$ cat config.mk
export PLATFORM = sky130hd
export DESIGN_NAME = duo_frame_tx
export DESIGN_NICKNAME = d
export VERILOG_FILES = /design/src/rtl/duo_tx_pkg.sv /design/src/rtl/duo_tx_baud.sv /design/src/rtl/duo_tx_ctrl.sv /design/src/rtl/duo_tx_dp.sv /design/src/rtl/duo_frame_tx.sv
export SDC_FILE = /design/constraint.sdc
export NUM_CORES = 1
export LEC_CHECK = 0
export ABC_AREA = 1
export BUFFER_PORTS_ARGS = -buffer_cell sky130_fd_sc_hd__buf_2
export CAP_MARGIN = 20
export CORE_UTILIZATION = 65
export CTS_BUF_LIST = sky130_fd_sc_hd__clkbuf_4
export DETAILED_ROUTE_END_ITERATION = 7
export HOLD_SLACK_MARGIN = 0.15
export PLACE_DENSITY = 0.91
export RECOVER_POWER = 25
export SYNTH_ARGS = -nofsm -noshare
export SYNTH_HDL_FRONTEND = slang
export SYNTH_SLANG_ARGS = --single-unit
$ cat constraint.sdc
create_clock -name clk -period 3.55 [get_ports clk]
set_clock_uncertainty 0.15 [all_clocks]
set_input_delay 0.5325 -clock clk [delete_from_list [all_inputs] [get_ports clk]]
set_output_delay 0.5325 -clock clk [all_outputs]
set_load 0.01 [all_outputs]
$ cat src/rtl/duo_tx_pkg.sv
package duo_tx_pkg;

  // Strobes from the sequencer to the datapath, at most one group per cycle
  typedef struct packed {
    logic startBit;   // drive a start bit
    logic capId;      // with startBit: load the identification byte
    logic capSt;      // load the status byte and emit its bit 0
    logic shiftBit;   // emit the next queued bit
    logic goIdle;     // return the line to idle
  } txStrobe_t;

  typedef enum logic [1:0] {
    ST_IDLE = 2'd0,
    ST_WAIT = 2'd1,
    ST_SEND = 2'd2
  } txState_t;

endpackage

$ cat src/rtl/duo_tx_baud.sv
module duo_tx_baud #(
  parameter int BIT_DIV = 64
) (
  input  logic clk,
  input  logic rst_n,
  output logic tick,
  output logic firstHalf
);
  localparam int PH_W = (BIT_DIV > 1) ? $clog2(BIT_DIV) : 1;
  localparam logic [PH_W-1:0] PH_LAST = PH_W'(BIT_DIV - 1);
  localparam logic [PH_W-1:0] PH_HALF = PH_W'(BIT_DIV / 2);

  logic [PH_W-1:0] phase;

  always_ff @(posedge clk or negedge rst_n) begin
    if (!rst_n) begin
      phase <= '0;
    end else if (phase == PH_LAST) begin
      phase <= '0;
    end else begin
      phase <= phase + 1'b1;
    end
  end

  assign tick      = (phase == PH_LAST);
  assign firstHalf = (phase < PH_HALF);
endmodule

$ cat src/rtl/duo_tx_ctrl.sv
module duo_tx_ctrl
  import duo_tx_pkg::*;
#(
  parameter int FRAME_BITS = 11
) (
  input  logic      clk,
  input  logic      rst_n,
  input  logic      send,
  input  logic      tick,
  input  logic      firstHalf,
  output logic      busy,
  output txStrobe_t stb
);
  localparam int IDX_W = $clog2(FRAME_BITS);
  localparam logic [IDX_W-1:0] LAST_IDX = IDX_W'(FRAME_BITS - 1);

  txState_t        state;
  logic            sendQ;
  logic            sendRise;
  logic [1:0]      waitCnt;
  logic [IDX_W-1:0] bitIdx;
  logic            frameSel;

  assign sendRise = send & ~sendQ;
  assign busy     = (state != ST_IDLE);

  always_comb begin
    stb = '0;
    case (state)
      ST_WAIT: begin
        if (tick && waitCnt == 2'd1) begin
          stb.startBit = 1'b1;
          stb.capId    = 1'b1;
        end
      end
      ST_SEND: begin
        if (tick) begin
          if (bitIdx == LAST_IDX) begin
            if (frameSel) stb.goIdle   = 1'b1;
            else          stb.startBit = 1'b1;
          end else if (frameSel && bitIdx == '0) begin
            stb.capSt = 1'b1;
          end else begin
            stb.shiftBit = 1'b1;
          end
        end
      end
      default: ;
    endcase
  end

  always_ff @(posedge clk or negedge rst_n) begin
    if (!rst_n) begin
      state    <= ST_IDLE;
      sendQ    <= 1'b0;
      waitCnt  <= 2'd0;
      bitIdx   <= '0;
      frameSel <= 1'b0;
    end else begin
      sendQ <= send;
      case (state)
        ST_IDLE: begin
          if (sendRise) begin
            state <= ST_WAIT;
            // the boundary of this very cycle counts when it is the last phase
            waitCnt <= (tick || firstHalf) ? 2'd1 : 2'd2;
          end
        end
        ST_WAIT: begin
          if (tick) begin
            if (waitCnt == 2'd1) begin
              state    <= ST_SEND;
              bitIdx   <= '0;
              frameSel <= 1'b0;
            end else begin
              waitCnt <= waitCnt - 2'd1;
            end
          end
        end
        ST_SEND: begin
          if (tick) begin
            if (bitIdx == LAST_IDX) begin
              bitIdx <= '0;
              if (frameSel) state    <= ST_IDLE;
              else          frameSel <= 1'b1;
            end else begin
              bitIdx <= bitIdx + 1'b1;
            end
          end
        end
        default: state <= ST_IDLE;
      endcase
    end
  end
endmodule

$ cat src/rtl/duo_tx_dp.sv
module duo_tx_dp
  import duo_tx_pkg::*;
#(
  parameter int DATA_W     = 8,
  parameter bit INVERT_OUT = 1'b1
) (
  input  logic              clk,
  input  logic              rst_n,
  input  txStrobe_t         stb,
  input  logic [DATA_W-1:0] idData,
  input  logic [DATA_W-1:0] stData,
  output logic              txOut
);
  // queued bits after the start bit: data, parity, stop (normal polarity)
  localparam int SR_W = DATA_W + 2;

  logic            lineN;
  logic [SR_W-1:0] sr;
  logic [SR_W-1:0] idVec;
  logic [SR_W-1:0] stVec;

  assign idVec = {1'b1, ^idData, idData};
  assign stVec = {1'b1, ^stData, stData};

  always_ff @(posedge clk or negedge rst_n) begin
    if (!rst_n) begin
      lineN <= 1'b1;
      sr    <= '1;
    end else if (stb.startBit) begin
      lineN <= 1'b0;
      if (stb.capId) sr <= idVec;
    end else if (stb.capSt) begin
      lineN <= stVec[0];
      sr    <= {1'b1, stVec[SR_W-1:1]};
    end else if (stb.shiftBit) begin
      lineN <= sr[0];
      sr    <= {1'b1, sr[SR_W-1:1]};
    end else if (stb.goIdle) begin
      lineN <= 1'b1;
    end
  end

  generate
    if (INVERT_OUT) begin : g_inv
      assign txOut = ~lineN;
    end else begin : g_norm
      assign txOut = lineN;
    end
  endgenerate
endmodule

$ cat src/rtl/duo_frame_tx.sv
module duo_frame_tx
  import duo_tx_pkg::*;
#(
  parameter int DATA_W     = 8,
  parameter int BIT_DIV    = 64,
  parameter bit INVERT_OUT = 1'b1
) (
  input  logic              clk,
  input  logic              rst_n,
  input  logic              send,
  input  logic [DATA_W-1:0] idData,
  input  logic [DATA_W-1:0] stData,
  output logic              txOut,
  output logic              busy
);
  localparam int FRAME_BITS = DATA_W + 3;

  logic      tick;
  logic      firstHalf;
  txStrobe_t stb;

  duo_tx_baud #(.BIT_DIV(BIT_DIV)) u_baud (
    .clk       (clk),
    .rst_n     (rst_n),
    .tick      (tick),
    .firstHalf (firstHalf)
  );

  duo_tx_ctrl #(.FRAME_BITS(FRAME_BITS)) u_ctrl (
    .clk       (clk),
    .rst_n     (rst_n),
    .send      (send),
    .tick      (tick),
    .firstHalf (firstHalf),
    .busy      (busy),
    .stb       (stb)
  );

  duo_tx_dp #(.DATA_W(DATA_W), .INVERT_OUT(INVERT_OUT)) u_dp (
    .clk    (clk),
    .rst_n  (rst_n),
    .stb    (stb),
    .idData (idData),
    .stData (stData),
    .txOut  (txOut)
  );
endmodule

# ---- Yosys cells after proc, flatten, opt, wreduce, memory -nomap -nowiden
# Cells that the tools add are included.
dict set report classes {
  n_lt_le_gt_ge 1
  eq_ne 13
  addsub 3
  bitwise 3
  reduce_logical 17
  n_mux 44
}
# op count
set ops {}
lappend ops {{$mux 10} 4}
lappend ops {{$mux 2} 12}
lappend ops {{$mux 1} 16}
lappend ops {{$mux 4} 4}
lappend ops {{$reduce_xor 8->1} 2}
lappend ops {{$ne 2x1->1 const B} 6}
lappend ops {{$pmux 4 s2} 1}
lappend ops {{$reduce_and 4->1} 2}
lappend ops {{$add 6x1->6 const B} 1}
lappend ops {{$eq 6x6->1 const B} 1}
lappend ops {{$lt 6x6->1 const B} 1}
lappend ops {{$mux 3} 2}
lappend ops {{$mux 6} 1}
lappend ops {{$pmux 2 s3} 1}
lappend ops {{$reduce_and 6->1} 1}
lappend ops {{$reduce_bool 2->1} 3}
lappend ops {{$reduce_and 5->1} 1}
lappend ops {{$add 4x1->4 const B} 1}
lappend ops {{$eq 2x1->1 const B} 2}
lappend ops {{$eq 4x4->1 const B} 1}
lappend ops {{$logic_not 4->1} 1}
lappend ops {{$ne 2x2->1 const B} 2}
lappend ops {{$pmux 1 s2} 2}
lappend ops {{$pmux 2 s2} 1}
lappend ops {{other kinds (10)} 12}
dict set report totals {
  wordCells 89
  regBits 27
  output_inout_bits 2
  inputBits 19
}

# ---- Logic depth before layout (Yosys ltp)
# Gate-level depths: netlist of the first run.
dict set report logic_depth {
  depth_word 10
  depth_mapped 12
  ltp_nobuf 11
}

# ---- By module
# Synthesis of the first run repeated with hierarchy kept, for this count alone.
dict set report unflattened {
  hier_cells 248
  area_unflattened_um2 1790.5
}
# module area_per_inst_um2 seq_area_each_um2 cells_each instances
set modules_own_cells {}
lappend modules_own_cells {duo_tx_dp 817.0 262.8 123 1}
lappend modules_own_cells {duo_tx_ctrl 725.7 250.2 100 1}
lappend modules_own_cells {duo_tx_baud 247.7 150.1 25 1}

# ---- Least setup slack after synthesis of the first run
# Ideal clock, no wire load.
dict set report synth_path {
  kind {register to register}
  startpoint {register u_ctrl.state[0]}
  endpoint {register u_dp.sr[2]}
  n_path_buf 1
  setup_ns 0.060
  synth_period_minus_slack_ns 1.767
  stages_incl_launch_ff 12
  required_time_ns 3.340
  arrival_time_ns 1.557
  slack_ns 1.783
  path_cell_list {dfrtp_1 inv_1 ha_1 inv_1 nor2_1 nand2_1 nand2_2 inv_2 buf_6 nor2_1 nand2_1 nand2_1}
}
dict set report synth_between {
  elab_chain_cells 4
  word_cells_on_any_way 10
  classes_between {3 x eq/ne; 5 x mux; 2 x reduce/logical}
}
# element line
set synth_rtl {}
lappend synth_rtl {{start, declared} duo_tx_ctrl.sv:17} ;# txState_t state;
lappend synth_rtl {{start signal, assigned} duo_tx_ctrl.sv:54} ;# state <= ST_IDLE;
lappend synth_rtl {{start signal, assigned} duo_tx_ctrl.sv:64} ;# state <= ST_WAIT;
lappend synth_rtl {{start signal, assigned} duo_tx_ctrl.sv:72} ;# state <= ST_SEND;
lappend synth_rtl {{$eq 2x2->1 or $eq 2x1->1 (tied branches)} duo_tx_ctrl.sv:29} ;# case (state)
lappend synth_rtl {{$pmux 1 s2, or another cell as far along} duo_tx_ctrl.sv:29}
lappend synth_rtl {{$ne 2x2->1 (no line), or another cell as far along} --}
lappend synth_rtl {{$reduce_and 2->1 (no line) or $mux 10 (tied branches)} --}
lappend synth_rtl {{end signal, assigned} duo_tx_dp.sv:31} ;# if (stb.capId) sr <= idVec;
lappend synth_rtl {{end signal, assigned} duo_tx_dp.sv:34} ;# sr <= {1'b1, stVec[SR_W-1:1]};
lappend synth_rtl {{end signal, assigned} duo_tx_dp.sv:37} ;# sr <= {1'b1, sr[SR_W-1:1]};
lappend synth_rtl {{end, declared} duo_tx_dp.sv:18} ;# logic [SR_W-1:0] sr;
# Parallel ways exist; a longest one is shown, timed or not.
# A chain may end at the register's enable or synchronous reset.

# ---- Final worst setup path of the first run
dict set report layout_path {
  startpoint {register u_baud.phase[0]}
  endpoint {register u_dp.sr[1]}
}
dict set report layout_between {
  elab_chain_cells 6
  word_cells_on_any_way 13
  classes_between {2 x eq/ne; 8 x mux; 3 x reduce/logical}
}
# element line
set layout_rtl {}
lappend layout_rtl {{start, declared} duo_tx_baud.sv:13} ;# logic [PH_W-1:0] phase;
lappend layout_rtl {{start signal, assigned} duo_tx_baud.sv:21} ;# phase <= phase + 1'b1;
lappend layout_rtl {{$eq 6x6->1 *} duo_tx_baud.sv:25} ;# assign tick = (phase == PH_LAST);
lappend layout_rtl {{$logic_and 1x1->1} duo_tx_ctrl.sv:31} ;# if (tick && waitCnt == 2'd1) begin
lappend layout_rtl {{$mux 2} duo_tx_ctrl.sv:31}
lappend layout_rtl {{$pmux 1 s2 or $mux 1 (tied branches)} duo_tx_ctrl.sv:29}
lappend layout_rtl {{$ne 2x2->1 (no line) or $reduce_bool 3->1 (tied branches)} --}
lappend layout_rtl {{$reduce_and 2->1 (no line)} --}
# Mark *: on every way between the ends. The rest lies on a longest branch, timed or not.

==> summary.txt, run 1 <==
Register area: 663 µm²
Clock slew at reported path FFs: 140 ps
Synth top area share: 0.222
Post-synthesis sequential area ratio: 0.368
Synth warn: 0
# setup viols final: 0
Clk_lat worst skew: 330 ps
Outcome: completed
VDD IR max: 0.342 mV
Vias: 1,588
Clk root buf: clkbuf_4
Most frequent cells in the layout: nand2_1 (99), inv_1 (30), nor2_1 (23)
Mean post-synth cell area: 7.08 µm²
PortBufs: 20
Initial antenna violation count: 0
Clock buffer depth: 2
Vias in the first global route: 1,389
EDFF count, synth: 0
CTS H-tree depth: 1
DRC viols: 0
Synth area leader: dfrtp_1
Commonest non-fill, non-tap cell in the layout: nand2_1
GRT overflow: 0
Area of the multi-input gates: 978 µm²
Wire per inst: 11.5 µm
Share of layout cells above drive strength 1: 0.165
Largest net degree at the start of global routing: 27
Syn Std Cell Area: 1800 µm²
Post-synth cell types: 26
RSZ-0062 raised after global routing: no
DRT Pass-1 Iters: 4
Worst endpoint data arrival time: 2350 ps
CTS resizes: 0
Worst hold slack: 328 ps
GP Congestion: 0.909
Fmax: 451 MHz
Routed WL: 3550 µm
Min-Delay Path Class: register to register
Detail-routed via count per cell: 5.16
Post-layout nets: 307
All-Layer GR Usage: 0.276
Global-route wire length before repair: 5930 µm
FF+latch count, synth: 26
Min-delay src: u_dp.sr[1]$_DFFE_PN1P_
Final hold vios: 0
Finished Layout Cells: 308
Hpwl dp: 2710 µm
Syn Nets: 283
Synth Instances: 255
Critical Path Source Type: register
Max-Slew Margin vs Limit: 0.101
Initial drt markers: 34
Critical path peak fanout: 13
Final setup TNS: 0 ps
Row cnt: 18
Fill count: 198
Ant. Diodes: 0
Num Clock Sinks: 26
Final worst slack: 1330 ps
Die Width: 54.7 µm
Top FF cell, synth: dfrtp_1
Core area: 2540 µm²
Crit path from: u_baud.phase[0]$_DFF_PN0_
Die height: 54.7 µm
Placed Cells: 302
Max-slew violation count: 0
Starting Density: 0.709
Synth-to-Final Area Change: 9.43%
Area contributors post-synth: dfrtp_1 (22%), nand2_1 (21%), dfstp_2 (15%)
Post-synth ARST share: 1.00
Die Area: 2990 µm²
Period utilization: 0.625
WS Path Type: register to register
Cts bufs inserted: 3
Leakage power: 1.08 nW
Reg2reg start: u_baud.phase[0]$_DFF_PN0_
Worst path required time: 3680 ps
CTS tree: yes
Pre-CTS worst setup slack: 1400 ps
Top Ports: 21
Max-cap violations: 0
Pwr dens: 283 nW/µm²
Worst-margin pin slew: 1350 ps
Tmin final: 2220 ps
CP Capture Type: register
Number of routed nets with antenna violations: 0
## power breakdown
group / internal (mW) / switching, mW / total [mW]
Combinational: 0.0220 / 0.0325 / 0.0545
Clock: 0.114 / 0.0915 / 0.206
Sequential: 0.297 / 0.000210 / 0.298
## cells in the mapped netlist, types with 2 or more instances
master,count
nand2_1,99
inv_1,30
nor2_1,23
dfrtp_1,16
nand3_1,12
o21ai_0,11
dfstp_2,10
ha_1,9
a21oi_1,7
o211ai_1,6
xnor2_1,5
nor2_2,4
buf_6,3
inv_2,3
xor2_1,3
nand3_2,2
nor3_1,2
o22ai_1,2
## area by class of cell
type | instances | share of cell area
Clock buffer | 3 | 0.0114
Timing Repair Buffer | 22 | 0.0602
Multi-Input combinational cell | 193 | 0.496
Clock inverter | 1 | 0.0152
Sequential cell | 26 | 0.336
Inverter | 33 | 0.0627
Tap cell | 30 | 0.0190
## worst max-delay path, cell delays in order (launching register included)
cell and delay [ps]:
dfrtp_1 400, ha_1 190, nand3_1 140, nor2_2 420
nand2_1 210, o21ai_2 220, inv_2 150, nor2_1 120
nor2_1 50, nand2_1 60, nand2_1 50
## logic make-up (layout without fill, tap and decap cells)
family                     count (synthesis)  in the layout  synth area share
and+or+nand+nor                          145            145             0.336
buffers and inverters                     36             59            0.0874
AOI/OAI and AO/OA                         31             31             0.108
DFF                                       26             26             0.368
adders and majority gates                  9              9            0.0624
xor gates and xnor gates                   8              8            0.0388
## routing by layer
layer / GRT usage / part of all wire
met1: 0.384 / 0.50
met2: 0.438 / 0.45
met3: 0.0639 / 0.035
met4: 0.0470 / 0.011
met5: 0 / 0
## through the flow
stage	cell area (µm²)	utilization	power [mW]
2_1_floorplan	1800	-	0.331
3_3_place_gp	1910	0.750	0.354
3_5_place_dp	1910	0.750	0.356
4_1_cts	1970	0.774	0.559
5_1_grt	1970	0.776	0.577
6_report	1970	0.776	0.558
## flip-flops by register name, summed over array words and instances, names as in the netlist
signal and count:
u_baud.phase 6, u_ctrl.bitIdx 4, u_ctrl.frameSel 1, u_ctrl.sendQ 1
u_ctrl.state 2, u_ctrl.waitCnt 2, u_dp.lineN 1, u_dp.sr 9
## worst paths after layout
path | depth (start not counted) | to | slack, ps
max in group asynchronous | 2 | u_ctrl.frameSel$_DFFE_PN0P_ | 1600
worst min-delay path | 2 | u_dp.sr[1]$_DFFE_PN1P_ | 330
min in group asynchronous | 2 | u_baud.phase[2]$_DFF_PN0_ | 850
worst max-delay path | 10 | u_dp.sr[1]$_DFFE_PN1P_ | 1330
worst max register to register | 10 | u_dp.sr[1]$_DFFE_PN1P_ | 1330
worst min register to register | 2 | u_dp.sr[1]$_DFFE_PN1P_ | 330
## what timing repair did
item / in CTS / in global routing
hold endpoints to repair: 16 / 1
setup buffers: 0 / 0
hold buffers: 1 / 1
No activity file was read; power rests on OpenSTA's default activity.
==> run 2: changes to the inputs <==
CORE_UTILIZATION = 60   (was 65)
PLACE_DENSITY = 0.85   (was 0.91)
clock period = 2.1 ns   (was 3.55 ns; I/O delays follow)
==> run 2 against run 1 <==
Net effect: the flow now finishes with violations (design-rule violations); cell count is 2.3% higher; clock power up 5%; core utilization fell by 5.3 points; critical path depth decreased by 3; flip-flop and latch count unchanged; first-iteration DRC count rose to 3.4 times the previous value; register-to-register slack got worse by 1200 ps; via count stayed put; worst hold slack worse by 160 ps; combinational power up 78%; fmax up 13%; largest power group unchanged; highest routed layer unchanged.
==> summary.txt, run 2 (synthesized netlist as in run 1, its figures left out) <==
Outcome: complete, but fails checks
Failing checks: design-rule violations
Max-cap violations: 0 (unchanged)
Period utilization: 0.933 (+0.308)
Critical Path, Cell by Cell: inv_1 > ha_1 > inv_1 > or2_2 > o22ai_1 > nand2_1 > o21ai_0
Max-slew violation count: 0 (unchanged)
Sw power: 0.204 mW (+64%)
DRC viols: 7 (+7)
Tmin final: 1960 ps (-260 ps)
Sw frac: 0.250 (+0.0271)
Die Area: 3230 µm² (+8.0%)
Clk_lat worst skew: 320 ps (about the same)
Clk root buf: clkbuf_4
Max FFs per register: 9 (unchanged)
Starting Density: 0.643 (-0.0658)
Sequential cell fraction of total power: 0.617 (+0.084)
# setup viols final: 0 (unchanged)
Initial drt markers: 115 (+240%)
Fill count: 235 (+19%)
VDD IR max: 0.358 mV (+4.6%)
Detail-routed via count per cell: 5.04 (-2.2%)
CP max-delay cell: dfrtp_1
Routed WL: 3590 µm (+0.93%)
Total power: 0.816 mW (+46%)
Min-Delay Path Class: primary input to register
Worst endpoint data arrival time: 2050 ps (-300 ps)
GRT overflow: 0 (unchanged)
All-Layer GR Usage: 0.246 (-0.0298)
Share of layout cells above drive strength 1: 0.190 (+0.0247)
Number of routed nets with antenna violations: 0 (unchanged)
Row cnt: 19 (+1)
Clock buffer depth: 2 (unchanged)
Max-Slew Margin vs Limit: 0.0963 (-0.00432)
Most frequent cells in the layout: nand2_1 (99), inv_1 (30), nor2_1 (20)
CP Capture Type: register
Core area: 2810 µm² (+10%)
Top Ports: 21 (unchanged)
Vias in the first global route: 1,429 (+2.9%)
Num Clock Sinks: 26 (unchanged)
Most common cell on crit path: inv_1
Max incr delay on CP: 420 ps (about the same)
DRT Pass-1 Iters: 6 (+2)
Hpwl dp: 2740 µm (+0.95%)
Final hold vios: 0 (unchanged)
WS Path Type: register to register
Pwr dens: 402 nW/µm² (+42%)
Largest net degree at the start of global routing: 27 (unchanged)
CTS tree: yes
Worst path required time: 2190 ps (-1490 ps)
Cts bufs inserted: 3 (unchanged)
Wire per inst: 11.4 µm (-1.3%)
Clock slew at reported path FFs: 140 ps (about the same)
Final core occ: 0.723 (-0.0528)
Top Registers: u_dp.sr: 9 flops, u_baud.phase: 6 flops, u_ctrl.bitIdx: 4 flops
Post-layout nets: 313 (+2.0%)
Final setup TNS: 0 ps (unchanged)
PortBufs: 20 (unchanged)
Critical path peak fanout: 7 (-6)
Clock power share: 0.264 (-0.105)
Top reg by flops: u_dp.sr
Global-route wire length before repair: 6150 µm (+3.8%)
Vias: 1,588 (unchanged)
Critical Path Source Type: register
Comb power frac: 0.119 (+0.021)
Fmax: 511 MHz (+13%)
Die Width: 56.8 µm (+3.9%)
Buf+Inv Stages, Crit Path: 2 (+1)
CTS H-tree depth: 1 (unchanged)
Crit path max-delay family: simple AND/OR/NAND/NOR gates
Synth-to-Final Area Change: 12.4%
Leakage power: 1.09 nW (+0.99%)
Ant. Diodes: 0 (unchanged)
Commonest non-fill, non-tap cell in the layout: nand2_1
Initial antenna violation count: 0 (unchanged)
Internal Power: 0.612 mW (+41%)
GP Congestion: 0.893 (-1.8%)
Die height: 56.8 µm (+3.9%)
Worst-margin pin slew: 1360 ps (+6.47 ps)
RSZ-0062 raised after global routing: no
[run 2: cell count changes in the layout (fill, tap and decap cells not counted), sizes merged]
cell / delta
buf: +3
bufinv: -1
clkbuf: +1
clkinv: +1
dlygate4sd3: +2
[run 2: worst paths after layout]
kind                                              from                       endpoint  slack [ps]  cells after the start
setup / recovery           u_ctrl.state[1]$_DFFE_PN0P_  u_ctrl.waitCnt[0]$_DFFE_PN0P_         140                      7
hold reg to reg              u_baud.phase[0]$_DFF_PN0_      u_baud.phase[0]$_DFF_PN0_         320                      1
max in group asynchronous                        rst_n    u_ctrl.state[1]$_DFFE_PN0P_         350                      2
min in group asynchronous                        rst_n   u_ctrl.bitIdx[3]$_DFFE_PN0P_         650                      2
hold / removal                               idData[4]         u_dp.sr[4]$_DFFE_PN1P_         160                      5
setup reg to reg           u_ctrl.state[1]$_DFFE_PN0P_  u_ctrl.waitCnt[0]$_DFFE_PN0P_         140                      7
[run 2: metrics by stage]
stage | hold WS, ps | cell area [µm²] | setup slack, ps | instances
detailed placement | 192 | 1930 | 47.1 | 306
finish | 164 | 2030 | 141 | 315
global placement | 191 | 1930 | 71.5 | 306
floorplan | -131 | 1800 | 333 | 255
global route | 174 | 2030 | 11.7 | 315
CTS | 164 | 2000 | 31.2 | 314
[run 2: layout make-up]
cell class / instances / area [µm²] / area share
Clock buffer: 3 / 22.5 / 0.0111
Clock inverter: 1 / 3.75 / 0.00185
Inverter: 33 / 124 / 0.0611
Multi-Input combinational cell: 193 / 1010 / 0.497
Sequential cell: 26 / 663 / 0.327
Tap cell: 31 / 38.8 / 0.0191
Timing Repair Buffer: 28 / 168 / 0.0827
[run 2: power by group through the flow]
stage	Sequential [mW]	Clock (mW)	Combinational, mW
after global placement	0.511	0	0.0900
final	0.503	0.216	0.0969
after floorplan	0.512	0	0.0486
after global routing	0.503	0.239	0.110
after CTS	0.503	0.220	0.0980
after detailed placement	0.512	0	0.0919
[run 2: worst min-delay path, delay by kind of cell]
family | cells | cell delay [ps]
buf+inv | 1 | 120
simple gates | 4 | 220
[run 2: what timing repair did]
item | CTS | global route
setup buffers | 0 | 1
endpoints found under the setup margin | 0 | 13
hold buffers | 4 | 0
endpoints found under the hold margin | 19 | 0
resized for setup | 0 | 7
[run 2: routing by layer]
metal / track usage / up-vias / share of wire
li1: - / 852 / -
met4: 0.0592 / 0 / 0.0081
met2: 0.364 / 28 / 0.42
met5: 0 / - / 0
met1: 0.368 / 703 / 0.53
met3: 0.0507 / 5 / 0.044
==> run 3: changes to the inputs <==
REMOVE_ABC_BUFFERS = 1   (was default)
==> run 3 against run 2 <==
Net effect: clock power fell by 6%; fmax is 0.53% higher; register-to-register slack barely moved; die area unchanged; sequential share of layout area increased by 0.60 points; worst hold slack got worse by 2.4 ps; critical path type unchanged; cell count decreased by 1.6%; critical path depth up 1; sequential power is essentially flat; the flow still finishes with violations (design-rule violations); wire length is 5.2% lower; largest power group unchanged; via count decreased by 2.5%.
==> summary.txt, run 3 (synthesized netlist as in run 1, its figures left out) <==
Initial drt markers: 67 (-42%)
CP max-delay cell: dfrtp_1
CTS tree: yes
Max FFs per register: 9 (unchanged)
Num Clock Sinks: 26 (unchanged)
Routed WL: 3400 µm (-5.2%)
Top reg by flops: u_dp.sr
Largest net degree at the start of global routing: 27 (unchanged)
Core area: 2810 µm² (unchanged)
Cell area after placement: 1940 µm² (+0.26%)
Wire per inst: 11.0 µm (-3.7%)
Fmax: 513 MHz (+0.53%)
Global-route wire length before repair: 5990 µm (-2.7%)
Die Area: 3230 µm² (unchanged)
Critical Path Source Type: register
# setup viols final: 0 (unchanged)
Top Ports: 21 (unchanged)
Vias in the first global route: 1,449 (+1.4%)
Clock buffer depth: 2 (unchanged)
Die height: 56.8 µm (unchanged)
Post-layout nets: 309 (-1.3%)
Leakage power: 1.08 nW (-0.95%)
Final hold vios: 0 (unchanged)
Die Width: 56.8 µm (unchanged)
Clk_lat worst skew: 320 ps (about the same)
Area of the multi-input gates: 996 µm² (-1.2%)
Critical Path, Cell by Cell: inv_1 > ha_2 > inv_1 > or2_2 > o22ai_1 > nand2_1 > nand2_1 > o21ai_0
VDD IR max: 0.417 mV (+16%)
Number of routed nets with antenna violations: 0 (unchanged)
Initial antenna violation count: 0 (unchanged)
Clk root buf: clkbuf_4
Max-Slew Margin vs Limit: 0.578 (+0.482)
Max-cap violations: 0 (unchanged)
Critical path peak fanout: 7 (unchanged)
Max-slew violation count: 0 (unchanged)
Commonest non-fill, non-tap cell in the layout: nand2_1
Outcome: complete, but fails checks
Hpwl dp: 2660 µm (-2.6%)
Vias: 1,549 (-2.5%)
Most frequent cells in the layout: nand2_1 (99), inv_1 (30), nor2_1 (21)
Max incr delay on CP: 430 ps (about the same)
GRT overflow: 0 (unchanged)
RSZ-0062 raised after global routing: yes
# Post-CTS Setup Buffers: 0 (unchanged)
DRT Pass-1 Iters: 6 (unchanged)
Period utilization: 0.928 (-0.00495)
Clock slew at reported path FFs: 130 ps (about the same)
Placed Cells: 305 (-0.33%)
CTS H-tree depth: 1 (unchanged)
Starting Density: 0.643 (unchanged)
Worst endpoint data arrival time: 2000 ps (-50 ps)
All-Layer GR Usage: 0.239 (-0.00750)
Detail-routed via count per cell: 5.00 (-0.88%)
Pwr dens: 401 nW/µm² (-0.27%)
Finished Layout Cells: 310 (-1.6%)
GP Congestion: 0.886 (-0.75%)
Ant. Diodes: 0 (unchanged)
Fill count: 232 (-1.3%)
Tmin final: 1950 ps (-10.4 ps)
Final non-filler cell area: 1990 µm² (-1.8%)
Synth-to-Final Area Change: 10.4%
Top Registers: u_dp.sr: 9 flops, u_baud.phase: 6 flops, u_ctrl.bitIdx: 4 flops
Row cnt: 19 (unchanged)
Cts bufs inserted: 3 (unchanged)
WS Path Type: register to register
PortBufs: 20 (unchanged)
Failing checks: design-rule violations
Worst-margin pin slew: 633 ps (-722 ps)
Register area: 663 µm² (unchanged)
DRC viols: 4 (-3)
CP Capture Type: register
Share of layout cells above drive strength 1: 0.190 (about the same)
Min-Delay Path Class: primary input to register
Worst path required time: 2150 ps (-40 ps)
## run 3: cell count changes in the layout (fill, tap and decap cells not counted), moves of 2 or more
cell and delta:
buf_4 -3, clkbuf_1 -2, dlygate4sd3_1 -2, nor2_4 -2
## run 3: per-stage QoR
stage / setup WS, ps / TNS, ps / power, mW / utilization / hold WS, ps
floorplan: 216 / 0 / 0.560 / - / -131
global placement: 142 / 0 / 0.600 / 0.690 / 191
detailed placement: 98.7 / 0 / 0.601 / 0.690 / 187
CTS: 88.9 / 0 / 0.808 / 0.706 / 159
global route: -4.25 / -8.31 / 0.835 / 0.710 / 170
finish: 152 / 0 / 0.799 / 0.710 / 161
## run 3: area by class of cell
type | count | share of cell area
clock buffer | 3 | 0.0113
inverter | 33 | 0.0622
multi-input combinational | 193 | 0.500
sequential | 26 | 0.333
tap | 31 | 0.0195
timing repair buffer | 24 | 0.0741
## run 3: final timing paths
| check | from | endpoint | slack, ps | cells after the start |
|---|---|---|---|---|
| hold reg to reg | u_baud.phase[0]$_DFF_PN0_ | u_baud.phase[0]$_DFF_PN0_ | 330 | 1 |
| hold / removal | idData[3] | u_dp.sr[3]$_DFFE_PN1P_ | 160 | 5 |
| min in group asynchronous | rst_n | u_ctrl.bitIdx[3]$_DFFE_PN0P_ | 370 | 2 |
| setup reg to reg | u_ctrl.state[1]$_DFFE_PN0P_ | u_ctrl.waitCnt[1]$_DFFE_PN0P_ | 150 | 8 |
| max in group asynchronous | rst_n | u_ctrl.waitCnt[1]$_DFFE_PN0P_ | 1010 | 2 |
| setup / recovery | u_ctrl.state[1]$_DFFE_PN0P_ | u_ctrl.waitCnt[1]$_DFFE_PN0P_ | 150 | 8 |
## run 3: routing by layer
metal | vias up | routed length (µm) | GRT usage
met2 | 30 | 1480 | 0.383
li1 | 845 | - | -
met3 | 2 | 156 | 0.0484
met5 | - | 0 | 0
met1 | 672 | 1740 | 0.339
met4 | 0 | 23 | 0.0418
## run 3: power breakdown
group	internal, mW	total (mW)	leakage, nW	switching, mW
combinational	0.0375	0.0921	0.762	0.0546
sequential	0.503	0.503	0.306	0.000208
clock	0.0672	0.204	0.0138	0.137
## run 3: timing repair
item	4_1_cts	5_1_grt
endpoints found under the hold margin	17	0
resized for setup	0	4
setup endpoints to repair	0	12
hold buffers	2	0
## run 3: worst max-delay path, delay by kind of cell (launching register included)
family | cells | cell delay [ps]
AOI/OAI and AO/OA | 2 | 200
DFF | 1 | 430
adders and majority gates | 1 | 250
buffers and inverters | 2 | 260
and+or+nand+nor | 3 | 530
